`config.mk`:
```
export PLATFORM = sky130hd
export DESIGN_NAME = hk_seq_top
export DESIGN_NICKNAME = d
export VERILOG_FILES = /design/src/rtl/hk_pkg.sv /design/src/rtl/hk_trigger.sv /design/src/rtl/hk_shifter.sv /design/src/rtl/hk_status.sv /design/src/rtl/hk_seq_top.sv
export SDC_FILE = /design/constraint.sdc
export NUM_CORES = 1
export LEC_CHECK = 0
export BUFFER_PORTS_ARGS = -buffer_cell sky130_fd_sc_hd__buf_4
export CAP_MARGIN = 0
export CORE_MARGIN = 2
export CORE_UTILIZATION = 49
export CTS_CLUSTER_SIZE = 20
export DETAILED_ROUTE_END_ITERATION = 6
export HOLD_SLACK_MARGIN = 0.15
export PLACE_DENSITY = 0.75
export SLEW_MARGIN = 20
export SYNTH_ARGS = -nofsm -noshare
export SYNTH_HDL_FRONTEND = slang
export SYNTH_HIERARCHICAL = 1
export SYNTH_SLANG_ARGS = --single-unit
```
`constraint.sdc`:
```
create_clock -name clk -period 1.9 [get_ports clk]
set_input_delay 0.095 -clock clk [delete_from_list [all_inputs] [get_ports clk]]
set_output_delay 0.095 -clock clk [all_outputs]
set_load 0.02 [all_outputs]
```
`src/rtl/hk_pkg.sv`:
```
package hk_pkg;

   typedef enum logic [1:0] {
      HK_IDLE,
      HK_SHIFT,
      HK_GAP
   } hk_state_e;

   typedef enum logic {
      HK_OP_RDSR,
      HK_OP_WREN
   } hk_op_e;

   localparam logic [7:0] HK_OPC_RDSR = 8'h05;
   localparam logic [7:0] HK_OPC_WREN = 8'h06;

   localparam int HK_CTRL_W     = 16;
   localparam int HK_STAT_W     = 16;
   localparam int HK_BIT_TFIE   = 8;
   localparam int HK_BIT_WCIE   = 9;
   localparam int HK_BIT_RDSR   = 10;
   localparam int HK_BIT_WREN   = 11;
   localparam int HK_BANK_LSB   = 12;
   localparam int HK_ST_TFF     = 8;
   localparam int HK_ST_WCF     = 9;
   localparam int HK_ST_REFUSED = 10;
   localparam int HK_ST_FORBID  = 11;
   localparam int HK_ST_WM_LSB  = 12;
   localparam int HK_MAX_BANKS  = 4;

endpackage

```
`src/rtl/hk_trigger.sv`:
```
module hk_trigger
   import hk_pkg::*;
#(
   parameter int NBANK  = 4,
   parameter int BANK_W = 2
) (
   input  logic                  clk,
   input  logic                  rst_n,
   input  logic                  ctl_wr_i,
   input  logic [HK_CTRL_W-1:0]  ctl_data_i,
   input  logic                  sw_mode_i,
   input  logic                  busy_i,
   output logic                  start_o,
   output hk_op_e                op_o,
   output logic [BANK_W-1:0]     bank_o,
   output logic                  err_forbid_o,
   output logic                  err_busy_o,
   output logic                  tfie_o,
   output logic                  wcie_o
);

   logic want_rd, want_we, want_any, accept;

   always_comb begin
      want_rd  = ctl_data_i[HK_BIT_RDSR];
      want_we  = ctl_data_i[HK_BIT_WREN];
      want_any = want_rd | want_we;
      accept   = ctl_wr_i && want_any && !sw_mode_i && !busy_i;
   end

   always_ff @(posedge clk or negedge rst_n) begin
      if (!rst_n) begin
         start_o      <= 1'b0;
         op_o         <= HK_OP_RDSR;
         bank_o       <= '0;
         err_forbid_o <= 1'b0;
         err_busy_o   <= 1'b0;
         tfie_o       <= 1'b0;
         wcie_o       <= 1'b0;
      end else begin
         start_o      <= accept;
         err_forbid_o <= ctl_wr_i && want_any && sw_mode_i;
         err_busy_o   <= ctl_wr_i && want_any && !sw_mode_i && busy_i;
         if (ctl_wr_i) begin
            tfie_o <= ctl_data_i[HK_BIT_TFIE];
            wcie_o <= ctl_data_i[HK_BIT_WCIE];
         end
         if (accept) begin
            op_o   <= want_rd ? HK_OP_RDSR : HK_OP_WREN;
            bank_o <= ctl_data_i[HK_BANK_LSB +: BANK_W];
         end
      end
   end

   AST_RD_FIRST: assert property (@(posedge clk) disable iff (!rst_n)
      (ctl_wr_i && ctl_data_i[HK_BIT_RDSR] && ctl_data_i[HK_BIT_WREN] && !sw_mode_i && !busy_i)
      |=> (start_o && op_o == HK_OP_RDSR));

   AST_NO_START_BUSY: assert property (@(posedge clk) disable iff (!rst_n)
      busy_i |=> !start_o);

endmodule

```
`src/rtl/hk_shifter.sv`:
```
module hk_shifter
   import hk_pkg::*;
#(
   parameter int NBANK   = 4,
   parameter int BANK_W  = 2,
   parameter int CLK_DIV = 2,
   parameter int GAP_CYC = 3
) (
   input  logic              clk,
   input  logic              rst_n,
   input  logic              start_i,
   input  hk_op_e            op_i,
   input  logic [BANK_W-1:0] bank_i,
   input  logic              miso_i,
   output logic              sck_o,
   output logic [NBANK-1:0]  cs_n_o,
   output logic              mosi_o,
   output logic              busy_o,
   output logic              done_o,
   output hk_op_e            done_op_o,
   output logic [BANK_W-1:0] done_bank_o,
   output logic [7:0]        rx_o
);

   localparam int DIV_W  = (CLK_DIV > 1) ? $clog2(CLK_DIV) : 1;
   localparam int GAP_W  = (GAP_CYC > 1) ? $clog2(GAP_CYC) : 1;
   localparam int BIT_W  = 4;
   localparam logic [DIV_W-1:0] DIV_LAST = DIV_W'(CLK_DIV - 1);
   localparam logic [GAP_W-1:0] GAP_LAST = GAP_W'(GAP_CYC - 1);
   localparam logic [BIT_W-1:0] LAST_RD  = BIT_W'(15);
   localparam logic [BIT_W-1:0] LAST_WE  = BIT_W'(7);
   localparam logic [BIT_W-1:0] REPLY_AT = BIT_W'(8);

   hk_state_e         state;
   hk_op_e            op_q;
   logic [BANK_W-1:0] bank_q;
   logic [7:0]        tx_sr, rx_sr;
   logic [BIT_W-1:0]  bitcnt, last_bit;
   logic [DIV_W-1:0]  divcnt;
   logic [GAP_W-1:0]  gapcnt;
   logic              sck_q, done_q;

   assign last_bit = (op_q == HK_OP_RDSR) ? LAST_RD : LAST_WE;

   always_ff @(posedge clk or negedge rst_n) begin
      if (!rst_n) begin
         state  <= HK_IDLE;
         op_q   <= HK_OP_RDSR;
         bank_q <= '0;
         tx_sr  <= '0;
         rx_sr  <= '0;
         bitcnt <= '0;
         divcnt <= '0;
         gapcnt <= '0;
         sck_q  <= 1'b0;
         done_q <= 1'b0;
      end else begin
         done_q <= 1'b0;
         case (state)
            HK_IDLE: begin
               if (start_i) begin
                  state  <= HK_SHIFT;
                  op_q   <= op_i;
                  bank_q <= bank_i;
                  tx_sr  <= (op_i == HK_OP_RDSR) ? HK_OPC_RDSR : HK_OPC_WREN;
                  rx_sr  <= '0;
                  bitcnt <= '0;
                  divcnt <= '0;
                  sck_q  <= 1'b0;
               end
            end
            HK_SHIFT: begin
               if (divcnt == DIV_LAST) begin
                  divcnt <= '0;
                  if (!sck_q) begin
                     sck_q <= 1'b1;
                     if (bitcnt >= REPLY_AT)
                        rx_sr <= {rx_sr[6:0], miso_i};
                  end else begin
                     sck_q <= 1'b0;
                     tx_sr <= {tx_sr[6:0], 1'b0};
                     if (bitcnt == last_bit) begin
                        state  <= HK_GAP;
                        gapcnt <= '0;
                     end else begin
                        bitcnt <= bitcnt + 1'b1;
                     end
                  end
               end else begin
                  divcnt <= divcnt + 1'b1;
               end
            end
            HK_GAP: begin
               if (gapcnt == GAP_LAST) begin
                  state  <= HK_IDLE;
                  done_q <= 1'b1;
               end else begin
                  gapcnt <= gapcnt + 1'b1;
               end
            end
            default: state <= HK_IDLE;
         endcase
      end
   end

   for (genvar b = 0; b < NBANK; b++) begin : g_sel
      assign cs_n_o[b] = !((state == HK_SHIFT) && (bank_q == BANK_W'(b)));
   end

   assign sck_o       = sck_q;
   assign mosi_o      = (state == HK_SHIFT) ? tx_sr[7] : 1'b0;
   assign busy_o      = (state != HK_IDLE);
   assign done_o      = done_q;
   assign done_op_o   = op_q;
   assign done_bank_o = bank_q;
   assign rx_o        = rx_sr;

   AST_ONE_SELECT: assert property (@(posedge clk) disable iff (!rst_n)
      $countones(~cs_n_o) <= 1);

   AST_SCK_PARKED: assert property (@(posedge clk) disable iff (!rst_n)
      (&cs_n_o) |-> !sck_o);

   AST_DONE_IDLE: assert property (@(posedge clk) disable iff (!rst_n)
      done_o |-> (&cs_n_o));

endmodule

```
`src/rtl/hk_status.sv`:
```
module hk_status
   import hk_pkg::*;
#(
   parameter int NBANK  = 4,
   parameter int BANK_W = 2
) (
   input  logic                 clk,
   input  logic                 rst_n,
   input  logic                 done_i,
   input  hk_op_e               done_op_i,
   input  logic [BANK_W-1:0]    done_bank_i,
   input  logic [7:0]           rx_i,
   input  logic                 err_forbid_i,
   input  logic                 err_busy_i,
   input  logic                 clr_i,
   input  logic                 tfie_i,
   input  logic                 wcie_i,
   output logic [HK_STAT_W-1:0] stat_o,
   output logic                 irq_o
);

   logic [HK_STAT_W-1:0] stat_q, stat_nxt;

   always_comb begin
      stat_nxt = clr_i ? '0 : stat_q;
      if (done_i) begin
         stat_nxt[HK_ST_TFF] = 1'b1;
         if (done_op_i == HK_OP_RDSR) begin
            stat_nxt[7:0] = rx_i;
            if (!rx_i[0])
               stat_nxt[HK_ST_WCF] = 1'b1;
         end else begin
            for (int b = 0; b < NBANK; b++)
               if (done_bank_i == BANK_W'(b))
                  stat_nxt[HK_ST_WM_LSB + b] = 1'b1;
         end
      end
      if (err_busy_i)
         stat_nxt[HK_ST_REFUSED] = 1'b1;
      if (err_forbid_i)
         stat_nxt[HK_ST_FORBID] = 1'b1;
   end

   always_ff @(posedge clk or negedge rst_n) begin
      if (!rst_n) stat_q <= '0;
      else        stat_q <= stat_nxt;
   end

   assign stat_o = stat_q;
   assign irq_o  = (stat_q[HK_ST_TFF] & tfie_i) | (stat_q[HK_ST_WCF] & wcie_i);

   AST_TFF_ON_DONE: assert property (@(posedge clk) disable iff (!rst_n)
      done_i |=> stat_o[HK_ST_TFF]);

   AST_FORBID_FLAG: assert property (@(posedge clk) disable iff (!rst_n)
      err_forbid_i |=> stat_o[HK_ST_FORBID]);

   AST_REFUSE_FLAG: assert property (@(posedge clk) disable iff (!rst_n)
      err_busy_i |=> stat_o[HK_ST_REFUSED]);

   for (genvar b = 0; b < NBANK; b++) begin : g_wm_chk
      AST_WM_SET: assert property (@(posedge clk) disable iff (!rst_n)
         (done_i && done_op_i == HK_OP_WREN && done_bank_i == BANK_W'(b))
         |=> stat_o[HK_ST_WM_LSB + b]);
   end

endmodule

```
`src/rtl/hk_seq_top.sv`:
```
module hk_seq_top
   import hk_pkg::*;
#(
   parameter int NBANK   = 4,
   parameter int CLK_DIV = 2,
   parameter int GAP_CYC = 3
) (
   input  logic                  clk,
   input  logic                  rst_n,
   input  logic                  sw_mode_i,
   input  logic                  ctl_wr_i,
   input  logic [HK_CTRL_W-1:0]  ctl_data_i,
   input  logic                  stat_clr_i,
   output logic [HK_STAT_W-1:0]  stat_o,
   output logic                  irq_o,
   output logic                  busy_o,
   output logic                  flash_sck_o,
   output logic [NBANK-1:0]      flash_cs_n_o,
   output logic                  flash_mosi_o,
   input  logic                  flash_miso_i
);

   localparam int BANK_W = (NBANK > 1) ? $clog2(NBANK) : 1;

   if (NBANK < 1 || NBANK > HK_MAX_BANKS) begin : g_bad_nbank
      $error("hk_seq_top: NBANK must be 1..4");
   end
   if (CLK_DIV < 1) begin : g_bad_div
      $error("hk_seq_top: CLK_DIV must be at least 1");
   end
   if (GAP_CYC < 1) begin : g_bad_gap
      $error("hk_seq_top: GAP_CYC must be at least 1");
   end

   logic              start, eng_busy, done, err_forbid, err_busy, tfie, wcie;
   hk_op_e            op, done_op;
   logic [BANK_W-1:0] bank, done_bank;
   logic [7:0]        rx;

   assign busy_o = eng_busy | start;

   hk_trigger #(.NBANK(NBANK), .BANK_W(BANK_W)) i_trigger (
      .clk          (clk),
      .rst_n        (rst_n),
      .ctl_wr_i     (ctl_wr_i),
      .ctl_data_i   (ctl_data_i),
      .sw_mode_i    (sw_mode_i),
      .busy_i       (busy_o),
      .start_o      (start),
      .op_o         (op),
      .bank_o       (bank),
      .err_forbid_o (err_forbid),
      .err_busy_o   (err_busy),
      .tfie_o       (tfie),
      .wcie_o       (wcie)
   );

   hk_shifter #(.NBANK(NBANK), .BANK_W(BANK_W), .CLK_DIV(CLK_DIV), .GAP_CYC(GAP_CYC)) i_shifter (
      .clk         (clk),
      .rst_n       (rst_n),
      .start_i     (start),
      .op_i        (op),
      .bank_i      (bank),
      .miso_i      (flash_miso_i),
      .sck_o       (flash_sck_o),
      .cs_n_o      (flash_cs_n_o),
      .mosi_o      (flash_mosi_o),
      .busy_o      (eng_busy),
      .done_o      (done),
      .done_op_o   (done_op),
      .done_bank_o (done_bank),
      .rx_o        (rx)
   );

   hk_status #(.NBANK(NBANK), .BANK_W(BANK_W)) i_status (
      .clk          (clk),
      .rst_n        (rst_n),
      .done_i       (done),
      .done_op_i    (done_op),
      .done_bank_i  (done_bank),
      .rx_i         (rx),
      .err_forbid_i (err_forbid),
      .err_busy_i   (err_busy),
      .clr_i        (stat_clr_i),
      .tfie_i       (tfie),
      .wcie_i       (wcie),
      .stat_o       (stat_o),
      .irq_o        (irq_o)
   );

   AST_SW_BLOCKS: assert property (@(posedge clk) disable iff (!rst_n)
      (ctl_wr_i && sw_mode_i && !busy_o) |=> !busy_o);

endmodule

```
==> results by group, run 1 <==
Outcome
  – Status: finished clean

Global route
  – First-pass GRT wire length: roughly 7500 um
  – Antenna violations before repair: 0
  – Largest net degree at the start of global routing: 55
  – Met1 Usage GRT: 24.9%
  – Met3 usage: under 10%
  – Vias in the first global route: approximately 1600
  – Total grt overflow: 0
  – Most Used Layer, Global Route: met2
  – Global Route met2 Usage: 27.8%
  – Overall Global Routing Usage: 17.8%

STA
  – Tightest Pin Transition: 0.672 ns
  – Setup violators final: 0
  – Fin crit period: 1.84 ns
  – RSZ-0062 raised after global routing: false
  – Clk_skew: 0.00536 ns
  – Rel. slew slack: between 50% and 60%
  – Final TNS setup: 0 ns
  – Hold slack: roughly 0.23 ns
  – Pins over their slew limit: 0
  – Max Fclk: 545 MHz
  – Final Hold Violating Endpoints: 0
  – Period Utilization, post-route: 96.6%

Final layout
  – Share of cells above drive strength 1: 29.2%
  – Most frequent cells in the layout: 53 x dfrtp_1, 40 x buf_4, 26 x nand2_1
  – Final layout net count: 281
  – Area grow syn2layout: 22.3%
  – Final Non-Filler Cells: 324
  – Commonest non-fill, non-tap cell in the layout: dfrtp_1
  – ANT cells: 0

Logic synthesis
  – Synth Cell Area: 0.00245 mm2
  – Library cells used by synthesis: 50
  – Synth Instances: 206
  – Seq/Total Area, Yosys: 55.0%
  – Yosys warnings: 6
  – Synth Register Bits: between 50 and 60
  – Mean post-synth cell area: 11.9 um2
  – Net count after synthesis: 231

Critical path
  – Startpoint Class: flip-flop
  – Critical path data arrival time: between 2 and 2.5 ns
  – Crit end category: flip-flop
  – Worst-case reg-to-reg path depth: 4
  – Crit path max fanout: 7
  – R2r setup slk: 0.06 ns
  – Critical path type: reg -> reg
  – Required @ worst endpoint: roughly 2.1 ns
  – Worst r2r src: i_shifter/state[1]
  – Reg2reg end: i_trigger/err_busy_o

Drt
  – Antenna viol nets, final: 0
  – Final wirelength: 4280 um
  – Via-to-Cell Ratio: 5.07
  – Routed vias: around 1600
  – Iteration-0 DRC count of the detailed router: 65
  – Initial DRT Pass Iterations: 4
  – WL per Instance: 13.2 um
  – DRC errors left: 0

Placement
  – Placer Congestion: 0.779
  – Final HPWL DP: between 2000 and 3000 um
  – Cells after DPL: 304
  – Port buffer count: 35

Die
  – Top Ports: 46
  – Initial Util: 51.3%
  – Num rows: 25
  – Die W: 74.8 um
  – Die Height: 74.8 um
  – Full die area: around 0.0056 mm2
  – Core Area: 0.00479 mm2

Power
  – P_leak: approximately 1.5 nW
  – Max VDD drop: 0.634 mV
  – Pwr per Cell Area: roughly 1200 mW/mm2

Clock tree
  – TritonCTS clock tree: built
  – CTS root buf: clkbuf_8
  – CTS clk-pin slew, worst paths: 0.09 ns
  – H-Tree Depth: 2
  – Clock Latency Late Sink: 0.30 ns
  – Clock buffer depth: 2
  – # clock sinks: 54
  – Total CTS buffers: 5

Run
  – Total of max-cap violations: 0

Worst hold path
  – WHS Path Cells: 3
  – Hold Crit Start: ctl_data_i[11]
  – Worst Hold End: i_trigger/start_o
  – Hold WC Path Type: in -> reg
==> worst max-delay path, cell delays in order (launching register included) <==
cell and delay [ns]:
dfrtp_2 0.45, or2_2 0.29, or2_1 0.27, nor3b_1 0.16, dlygate4sd3_1 0.56
==> through the flow <==
| stage | cell area, um2 | utilization, % | total power [mW] | setup slack (ns) |
|---|---|---|---|---|
| after CTS | 3000 | 62.7 | 3.71 | 0.0548 |
| after global placement | 2770 | 57.8 | 2.87 | 0.193 |
| after floorplan | 2450 | - | 2.60 | 0.0289 |
| after detailed placement | 2770 | 57.8 | 2.91 | 0.154 |
| after global routing | 3000 | 62.7 | 3.93 | 0.0116 |
| final | 3000 | 62.7 | 3.67 | 0.0637 |
==> cells by family (layout without fill, tap and decap cells) <==
group                      Yosys count  after routing  share of synthesized area, %
AOI/OAI and AO/OA                   41             41                          12.5
and+or+nand+nor                     70             70                          16.5
DFF                                 54             54                          55.0
adders and majority gates            3              3                          1.53
muxes                               17             17                          9.22
buffers and inverters               19             70                          4.43
xor gates and xnor gates             2              2                         0.714
==> per-layer routing <==
metal / share of wire [%] / up-vias
li1: - / 813
met1: 49 / 793
met2: 46 / 28
met3: 3.1 / 8
met4: 1.9 / 0
met5: 0 / -
==> state kept, by name (all words and copies together) (netlist names) <==
register and flops:
i_status/stat_o 16, i_shifter/gapcnt 2, i_trigger/tfie_o 1, i_trigger/start_o 1
i_trigger/wcie_o 1, i_shifter/rx_o 8, i_shifter/done_o 1, i_shifter/divcnt 1
i_shifter/sck_o 1, i_trigger/op_o 1, i_shifter/state 2, i_shifter/done_op_o 1
i_trigger/err_busy_o 1, i_shifter/done_bank_o 2, i_shifter/tx_sr 8, i_trigger/err_forbid_o 1
i_trigger/bank_o 2, i_shifter/bitcnt 4
==> cell type report <==
cell class                 count  area [um2]
clock buffer                   5        68.8
clock inverter                 3        45.0
fill                         369        1780
inverter                      10        37.5
multi-input combinational    133         995
sequential                    54        1350
tap                           67        83.8
timing repair buffer          52         420
==> power by group <==
part           total [mW]  internal (mW)  switching, mW  leakage, nW
clock network       0.762          0.392          0.369       0.0504
registers            1.69           1.43          0.265        0.702
logic                1.21          0.558          0.652        0.719
==> worst max-delay path by stage <==
stage	endpoint	startpoint	slack [ns]
6_report	i_trigger/err_busy_o	i_shifter/state[1]	0.06
5_1_grt	i_trigger/err_busy_o	i_shifter/state[1]	0.01
4_1_cts	i_trigger/err_busy_o	i_shifter/state[1]	0.05
3_5_place_dp	i_trigger/bank_o[1]	i_shifter/state[1]	0.15
3_3_place_gp	i_trigger/bank_o[0]	i_shifter/state[1]	0.19
2_1_floorplan	i_trigger/bank_o[0]	i_shifter/state[1]	0.03
==> synth_stat cells, drive strengths merged <==
master	n	area [um2]
nand3	7	40.0
and2b	8	60.1
o21bai	1	7.51
o31ai	1	7.51
mux2i	2	20.0
o2bb2ai	3	26.3
nor2b	3	18.8
nor2	7	33.8
and2	1	6.26
nand3b	1	7.51
o32ai	2	17.5
nor4	1	6.26
a211o	2	17.5
o21ai	17	104
nor3b	3	27.5
buf	9	71.3
and3	1	11.3
nand4	1	6.26
dfrtp	54	1350
nand4b	1	8.76
xor2	1	8.76
mux2	15	206
inv	10	37.5
a21o	4	31.3
ha	3	37.5
or3b	1	8.76
nand2	26	97.6
xnor2	1	8.76
a21oi	3	26.3
nor3	1	16.3
a22o	6	52.6
and4b	1	10.0
or3	1	6.26
or2	2	12.5
nand2b	3	18.8
o211a	1	10.0
o211ai	1	7.51
and3b	1	8.76
==> timing repair <==
action / 4_1_cts / 5_1_grt
gates resized for setup: 0 / 1
hold endpoints to repair: 65 / 0
endpoints found under the setup margin: 0 / 1
hold buffers: 12 / 0
setup buffers: 0 / 0
Power figures use the tool's default switching activity.
==> inputs of run 2 (changes only) <==
--- a/config.mk
+++ b/config.mk
@@ -5,7 +5,7 @@
 export SDC_FILE = /design/constraint.sdc
 export NUM_CORES = 1
 export LEC_CHECK = 0
-export BUFFER_PORTS_ARGS = -buffer_cell sky130_fd_sc_hd__buf_4
+export BUFFER_PORTS_ARGS = -buffer_cell sky130_fd_sc_hd__buf_2
 export CAP_MARGIN = 0
 export CORE_MARGIN = 2
 export CORE_UTILIZATION = 49
==> results by group, run 2 (synthesis gave the netlist of run 1 again) <==
Outcome
  – Status: finished clean (unchanged)

Critical path
  – Critical path type: reg -> reg (unchanged)
  – Required @ worst endpoint: 2.09 ns (about the same)
  – Crit end category: flip-flop (unchanged)
  – Delay-heaviest family, CP: simple AND/OR/NAND/NOR gates (unchanged)
  – Startpoint Class: flip-flop (unchanged)
  – WP depth: 4 (unchanged)
  – Critical path, cell by cell: or2_2 -> or2_1 -> nor3b_1 -> dlygate4sd3_1 (unchanged)
  – Critical path data arrival time: 1.94 ns (was 2.03 ns)
  – CP bufs+invs: 1 (unchanged)
  – Worst setup path endpoint: i_trigger/err_busy_o (unchanged)
  – Critical Path Max Stage Delay: 0.56 ns (about the same)
  – Crit path max fanout: 3 (was 7)
  – R2r setup slk: 0.14 ns (was 0.06 ns)
  – Critical-path top delay cell: dlygate4sd3_1 (unchanged)
  – Crit path launch: i_shifter/state[1] (unchanged)
  – Worst-case reg-to-reg path depth: 4 (unchanged)
  – Worst r2r src: i_shifter/state[1] (unchanged)
  – Reg2reg end: i_trigger/err_busy_o (unchanged)

Power
  – Pwr per Cell Area: 1280 mW/mm2 (was 1220 mW/mm2)
  – Max VDD drop: 0.583 mV (was 0.634 mV)
  – P_leak: 1.49 nW (was 1.47 nW)

Drt
  – Iteration-0 DRC count of the detailed router: 122 (was 65)
  – Final wirelength: 4340 um (was 4280 um)
  – Routed vias: 1637 (was 1642)
  – DRC errors left: 0 (unchanged)
  – WL per Instance: 13.3 um (was 13.2 um)
  – Antenna viol nets, final: 0 (unchanged)
  – Initial DRT Pass Iterations: 4 (unchanged)
  – Via-to-Cell Ratio: 5.01 (was 5.07)

Die
  – Full die area: 0.00559 mm2 (unchanged)
  – Core Area: 0.00479 mm2 (unchanged)
  – Num rows: 25 (unchanged)
  – Top Ports: 46 (unchanged)
  – Initial Util: 51.3% (unchanged)
  – Die W: 74.8 um (unchanged)
  – Die Height: 74.8 um (unchanged)

STA
  – Max Fclk: 570 MHz (was 545 MHz)
  – Tightest Pin Transition: 0.655 ns (was 0.672 ns)
  – Final TNS setup: 0 ns (unchanged)
  – Period Utilization, post-route: 92.4% (was 96.6%)
  – Hold slack: 0.213 ns (was 0.225 ns)
  – Pins over their slew limit: 0 (unchanged)
  – Clk_skew: 0.00561 ns (was 0.00536 ns)
  – Fin crit period: 1.76 ns (was 1.84 ns)
  – RSZ-0062 raised after global routing: false (unchanged)
  – Rel. slew slack: 56.3% (was 55.2%)
  – Final Hold Violating Endpoints: 0 (unchanged)
  – Setup violators final: 0 (unchanged)

Final layout
  – ANT cells: 0 (unchanged)
  – Finished Cell Area: 0.00297 mm2 (was 0.00300 mm2)
  – Flip-flop count of the largest register after layout: 16 (unchanged)
  – Commonest non-fill, non-tap cell in the layout: dfrtp_1 (unchanged)
  – Area grow syn2layout: 21.0% (was 22.3%)
  – Share of cells above drive strength 1: 28.8% (was 29.2%)
  – Fill cells: 392 (was 369)
  – Most frequent cells in the layout: 54 x dfrtp_1, 35 x buf_2, 26 x nand2_1 (was 53 x dfrtp_1, 40 x buf_4, 26 x nand2_1)
  – Final layout net count: 284 (was 281)

Global route
  – First-pass GRT wire length: 7550 um (was 7510 um)
  – Total grt overflow: 0 (unchanged)
  – Vias in the first global route: 1647 (was 1556)
  – Antenna violations before repair: 0 (unchanged)
  – Largest net degree at the start of global routing: 55 (unchanged)
  – Overall Global Routing Usage: 18.0% (was 17.8%)

Placement
  – Placer Congestion: 0.781 (was 0.779)
  – Port buffer count: 35 (unchanged)
  – Area post-placement: 0.00269 mm2 (was 0.00277 mm2)
  – Final HPWL DP: 2910 um (was 2990 um)

Clock tree
  – Clock Latency Late Sink: 0.30 ns (about the same)
  – CTS clk-pin slew, worst paths: 0.09 ns (about the same)
  – TritonCTS clock tree: built (unchanged)
  – Total CTS buffers: 5 (unchanged)
  – CTS root buf: clkbuf_8 (unchanged)
  – H-Tree Depth: 2 (unchanged)
  – PostCTS Resize Cnt: 0 (unchanged)
  – Clock buffer depth: 2 (unchanged)
  – # clock sinks: 54 (unchanged)
  – Setup bufs post-CTS: 0 (unchanged)

Worst hold path
  – Hold WC Path Type: in -> reg (unchanged)

Run
  – Total of max-cap violations: 0 (unchanged)
## run 2: cell types whose count changed in the layout (fill, tap and decap cells not counted), sizes merged
cell,previous run,this run
buf,40,41
clkinvlp,2,0
bufinv,1,2
dlygate4sd3,12,14
clkbuf,5,6
## run 2: worst min-delay path: stages
cell and delay (ns):
buf_2 0.10, o21ai_2 0.21, nor3_4 0.07
## run 2: per-layer routing
metal,vias up,global-route usage [%],wire length [um]
met5,-,0,0
met4,0,6.94,68
li1,824,-,-
met1,780,23.6,2010
met3,7,3.75,149
met2,26,29.6,2120
## run 2: per-stage QoR
| step | setup WS [ns] | utilization [%] | power, mW | std cells |
|---|---|---|---|---|
| detailed placement | 0.277 | 56.2 | 2.88 | 305 |
| floorplan | 0.0289 | - | 2.60 | 206 |
| CTS | 0.166 | 62.1 | 3.83 | 327 |
| finish | 0.144 | 62.1 | 3.80 | 327 |
| global route | 0.0800 | 62.1 | 4.08 | 327 |
| global placement | 0.283 | 56.2 | 2.83 | 305 |
## run 2: repair_timing
action,CTS,global route
hold endpoints to repair,65,0
hold buffers,14,0
setup endpoints to repair,0,0
## run 2: area by class of cell
| cell class | count | area, um2 | area share [%] |
|---|---|---|---|
| sequential | 54 | 1350 | 45.5 |
| multi-input combinational | 133 | 995 | 33.5 |
| timing repair buffer | 55 | 360 | 12.1 |
| tap | 67 | 83.8 | 2.82 |
| clock buffer | 6 | 82.6 | 2.78 |
| clock inverter | 2 | 60.1 | 2.02 |
| inverter | 10 | 37.5 | 1.26 |
## run 2: worst min path at each step
stage,cells after the start,end,startpoint,slack [ns]
2_1_floorplan,0,i_shifter/bitcnt[0],rst_n,-0.20
3_3_place_gp,2,i_trigger/wcie_o,rst_n,0.25
3_5_place_dp,2,i_status/stat_o[11],rst_n,0.26
4_1_cts,3,i_trigger/start_o,ctl_data_i[11],0.20
5_1_grt,3,i_trigger/start_o,ctl_data_i[11],0.22
6_report,3,i_trigger/start_o,ctl_data_i[11],0.21
## run 2: report_power, final
part | internal (mW) | switching [mW]
registers | 1.43 | 0.265
logic | 0.525 | 0.659
clock network | 0.561 | 0.360
total | 2.52 | 1.28
==> inputs of run 3 (changes only) <==
--- a/config.mk
+++ b/config.mk
@@ -16,5 +16,4 @@
 export SLEW_MARGIN = 20
 export SYNTH_ARGS = -nofsm -noshare
 export SYNTH_HDL_FRONTEND = slang
-export SYNTH_HIERARCHICAL = 1
 export SYNTH_SLANG_ARGS = --single-unit
==> results by group, run 3 <==
Critical path
  – Critical path, cell by cell: inv_1 -> ha_2 -> and2b_1 -> inv_1 -> nor3_4 -> mux2_2 (was or2_2 -> or2_1 -> nor3b_1 -> dlygate4sd3_1)
  – Worst r2r src: i_shifter.state[0] (was i_shifter/state[1])
  – WP depth: 6 (was 4)
  – Critical path data arrival time: 1.98 ns (was 1.94 ns)
  – Startpoint Class: flip-flop (unchanged)
  – Worst-case reg-to-reg path depth: 6 (was 4)
  – Required @ worst endpoint: 2.09 ns (about the same)
  – CP dominant cell by count: inv_1
  – Critical-path top delay cell: dfrtp_1 (was dlygate4sd3_1)
  – Crit path launch: i_shifter.state[0] (was i_shifter/state[1])
  – Crit end category: flip-flop (unchanged)
  – Critical Path Max Stage Delay: 0.39 ns (was 0.56 ns)
  – CP bufs+invs: 2 (was 1)
  – Delay-heaviest family, CP: simple AND/OR/NAND/NOR gates (unchanged)
  – Critical path type: reg -> reg (unchanged)
  – Crit path max fanout: 5 (was 3)

Clock tree
  – CTS clk-pin slew, worst paths: 0.10 ns (was 0.09 ns)
  – Clock Latency Late Sink: 0.31 ns (was 0.30 ns)
  – Clock buffer depth: 2 (unchanged)
  – Setup bufs post-CTS: 0 (unchanged)
  – Total CTS buffers: 5 (unchanged)
  – H-Tree Depth: 2 (unchanged)
  – # clock sinks: 54 (unchanged)
  – CTS root buf: clkbuf_8 (unchanged)
  – TritonCTS clock tree: built (unchanged)

Logic synthesis
  – Seq/Total Area, Yosys: 56.3% (was 55.0%)
  – Net count after synthesis: 259 (was 231)
  – Area leader, netlist: dfrtp_1 (unchanged)
  – Synth area leaders: dfrtp_1 56%, nand2_1 6.7%, nand3_1 3.8% (was dfrtp_1 55%, mux2_4 6.1%, nand2_1 4.0%)
  – Synth cell count leaders: 54 x dfrtp_1, 43 x nand2_1, 19 x inv_1 (was 54 x dfrtp_1, 26 x nand2_1, 10 x inv_1, 10 x mux2_4, 9 x o21ai_1)
  – Number of flops mapped to enable cells by yosys: 0 (unchanged)
  – Library cells used by synthesis: 35 (was 50)
  – Async S/R FF share, synth: 100% (unchanged)
  – Synth Cell Area: 0.00240 mm2 (was 0.00245 mm2)
  – Synth Register Bits: 54 (unchanged)
  – Dominant synthesized flop cell: dfrtp_1 (unchanged)
  – Synth Instances: 231 (was 206)
  – Post-synth top area share: 56.3% (was 55.0%)
  – Yosys warnings: 0 (was 6)
  – Mean post-synth cell area: 10.4 um2 (was 11.9 um2)
  – Cell with the most instances after synthesis: dfrtp_1 (unchanged)

Drt
  – Antenna viol nets, final: 0 (unchanged)
  – Final wirelength: 4830 um (was 4340 um)
  – Routed vias: 1819 (was 1637)
  – DRC errors left: 0 (unchanged)
  – Initial DRT Pass Iterations: 4 (unchanged)
  – Iteration-0 DRC count of the detailed router: 151 (was 122)
  – Via-to-Cell Ratio: 5.15 (was 5.01)
  – WL per Instance: 13.7 um (was 13.3 um)

STA
  – Period Utilization, post-route: 94.1% (was 92.4%)
  – Rel. slew slack: 58.9% (was 56.3%)
  – Fin crit period: 1.79 ns (was 1.76 ns)
  – Pins over their slew limit: 0 (unchanged)
  – Tightest Pin Transition: 0.617 ns (was 0.655 ns)
  – Final Hold Violating Endpoints: 0 (unchanged)
  – RSZ-0062 raised after global routing: false (unchanged)
  – Clk_skew: 0.0111 ns (was 0.00561 ns)
  – Max Fclk: 559 MHz (was 570 MHz)
  – Final TNS setup: 0 ns (unchanged)
  – Setup violators final: 0 (unchanged)

Die
  – Die W: 74.0 um (was 74.8 um)
  – Top Ports: 46 (unchanged)
  – Die Height: 74.0 um (was 74.8 um)
  – Num rows: 25 (unchanged)
  – Initial Util: 50.8% (was 51.3%)
  – Core Area: 0.00472 mm2 (was 0.00479 mm2)
  – Full die area: 0.00547 mm2 (was 0.00559 mm2)

Worst hold path
  – WHS Path Cells: 3 (unchanged)
  – Hold Crit Start: ctl_wr_i (was ctl_data_i[11])
  – Hold WC Path Type: in -> reg (unchanged)

Global route
  – Largest net degree at the start of global routing: 30 (was 55)
  – First-pass GRT wire length: 8190 um (was 7550 um)
  – Vias in the first global route: 1741 (was 1647)
  – Overall Global Routing Usage: 19.8% (was 18.0%)
  – Total grt overflow: 0 (unchanged)
  – Antenna violations before repair: 0 (unchanged)

Power
  – Max VDD drop: 0.578 mV (was 0.583 mV)
  – Switching part of the total: 36.6% (was 33.8%)
  – Net switching power: 1.26 mW (was 1.28 mW)
  – Comb pwr share: 34.3% (was 31.2%)
  – P_leak: 1.44 nW (was 1.49 nW)
  – Pwr per Cell Area: 1180 mW/mm2 (was 1280 mW/mm2)
  – Clock power share: 19.8% (was 24.2%)
  – Sequential power share: 45.8% (was 44.6%)
  – Pint: 2.19 mW (was 2.52 mW)
  – PnR Total Power: 3.45 mW (was 3.80 mW)

Outcome
  – Status: finished clean (unchanged)

Placement
  – Final HPWL DP: 3440 um (was 2910 um)
  – Placer Congestion: 0.867 (was 0.781)
  – Port buffer count: 35 (unchanged)

Final layout
  – Flip-flop count of the largest register after layout: 16 (unchanged)
  – Final layout net count: 313 (was 284)
  – Area grow syn2layout: 21.5% (was 21.0%)
  – Share of cells above drive strength 1: 24.1% (was 28.8%)
  – Most frequent cells in the layout: 54 x dfrtp_1, 43 x nand2_1, 35 x buf_2 (was 54 x dfrtp_1, 35 x buf_2, 26 x nand2_1)
  – Commonest non-fill, non-tap cell in the layout: dfrtp_1 (unchanged)
  – ANT cells: 0 (unchanged)

Run
  – Total of max-cap violations: 0 (unchanged)
## run 3: path summary, 6_finish.rpt
path,to,slack [ns]
max,i_trigger.bank_o[0],0.11
min,i_trigger.err_forbid_o,0.25
max reg2reg,i_trigger.bank_o[0],0.11
min reg2reg,i_status.stat_o[10],0.44
max in group asynchronous,i_shifter.state[1],0.90
min in group asynchronous,i_status.stat_o[3],0.33
## run 3: per-stage QoR
step	cell area (um2)	utilization, %	hold slack (ns)	cells	worst slack [ns]
after floorplan	2400	-	-0.201	231	0.181
after global placement	2700	57.2	0.149	334	0.164
after detailed placement	2700	57.2	0.148	334	0.118
after CTS	2910	61.7	0.242	353	0.0545
after global routing	2920	61.7	0.244	353	0.00109
final	2920	61.7	0.246	353	0.112
## run 3: layout make-up
cell class,count,area (um2)
Timing Repair Buffer,56,373
Clock buffer,6,82.6
Inverter,19,71.3
Fill cell,390,1810
Sequential cell,54,1350
Tap cell,67,83.8
Multi-Input combinational cell,149,937
Clock inverter,2,16.3
## run 3: power by group through the flow
stage,registers [mW],clock network (mW),logic [mW]
after floorplan,1.56,0,0.779
after global placement,1.59,0,1.13
after detailed placement,1.60,0,1.16
after CTS,1.58,0.704,1.19
after global routing,1.61,0.753,1.32
final,1.58,0.684,1.18
## run 3: worst min-delay path, stage by stage
cell and delay, ns:
buf_2 0.13, o21ai_0 0.23, nor2_1 0.07
## run 3: cell families after synthesis
kind of cell               Yosys count  synth area share (%)
adders and majority gates            6                  3.13
xor gates and xnor gates             1                 0.678
and+or+nand+nor                     84                  16.9
buffers and inverters               28                  4.74
DFF                                 54                  56.3
AOI/OAI and AO/OA                   45                  12.2
muxes                               13                  6.05
## run 3: what timing repair did
item	4_1_cts	5_1_grt
hold endpoints to repair	38	0
setup endpoints to repair	0	4
hold buffers	11	0
gates resized for setup	0	2
## run 3: routing by layer
layer / global-route usage [%] / share of wire [%] / wire [um] / vias to the layer above
met5: 0 / 0 / 0 / -
met4: 5.86 / 1.1 / 55 / 0
met3: 4.07 / 2.5 / 121 / 6
met2: 34.0 / 51 / 2450 / 29
met1: 25.4 / 46 / 2210 / 893
li1: - / - / - / 891
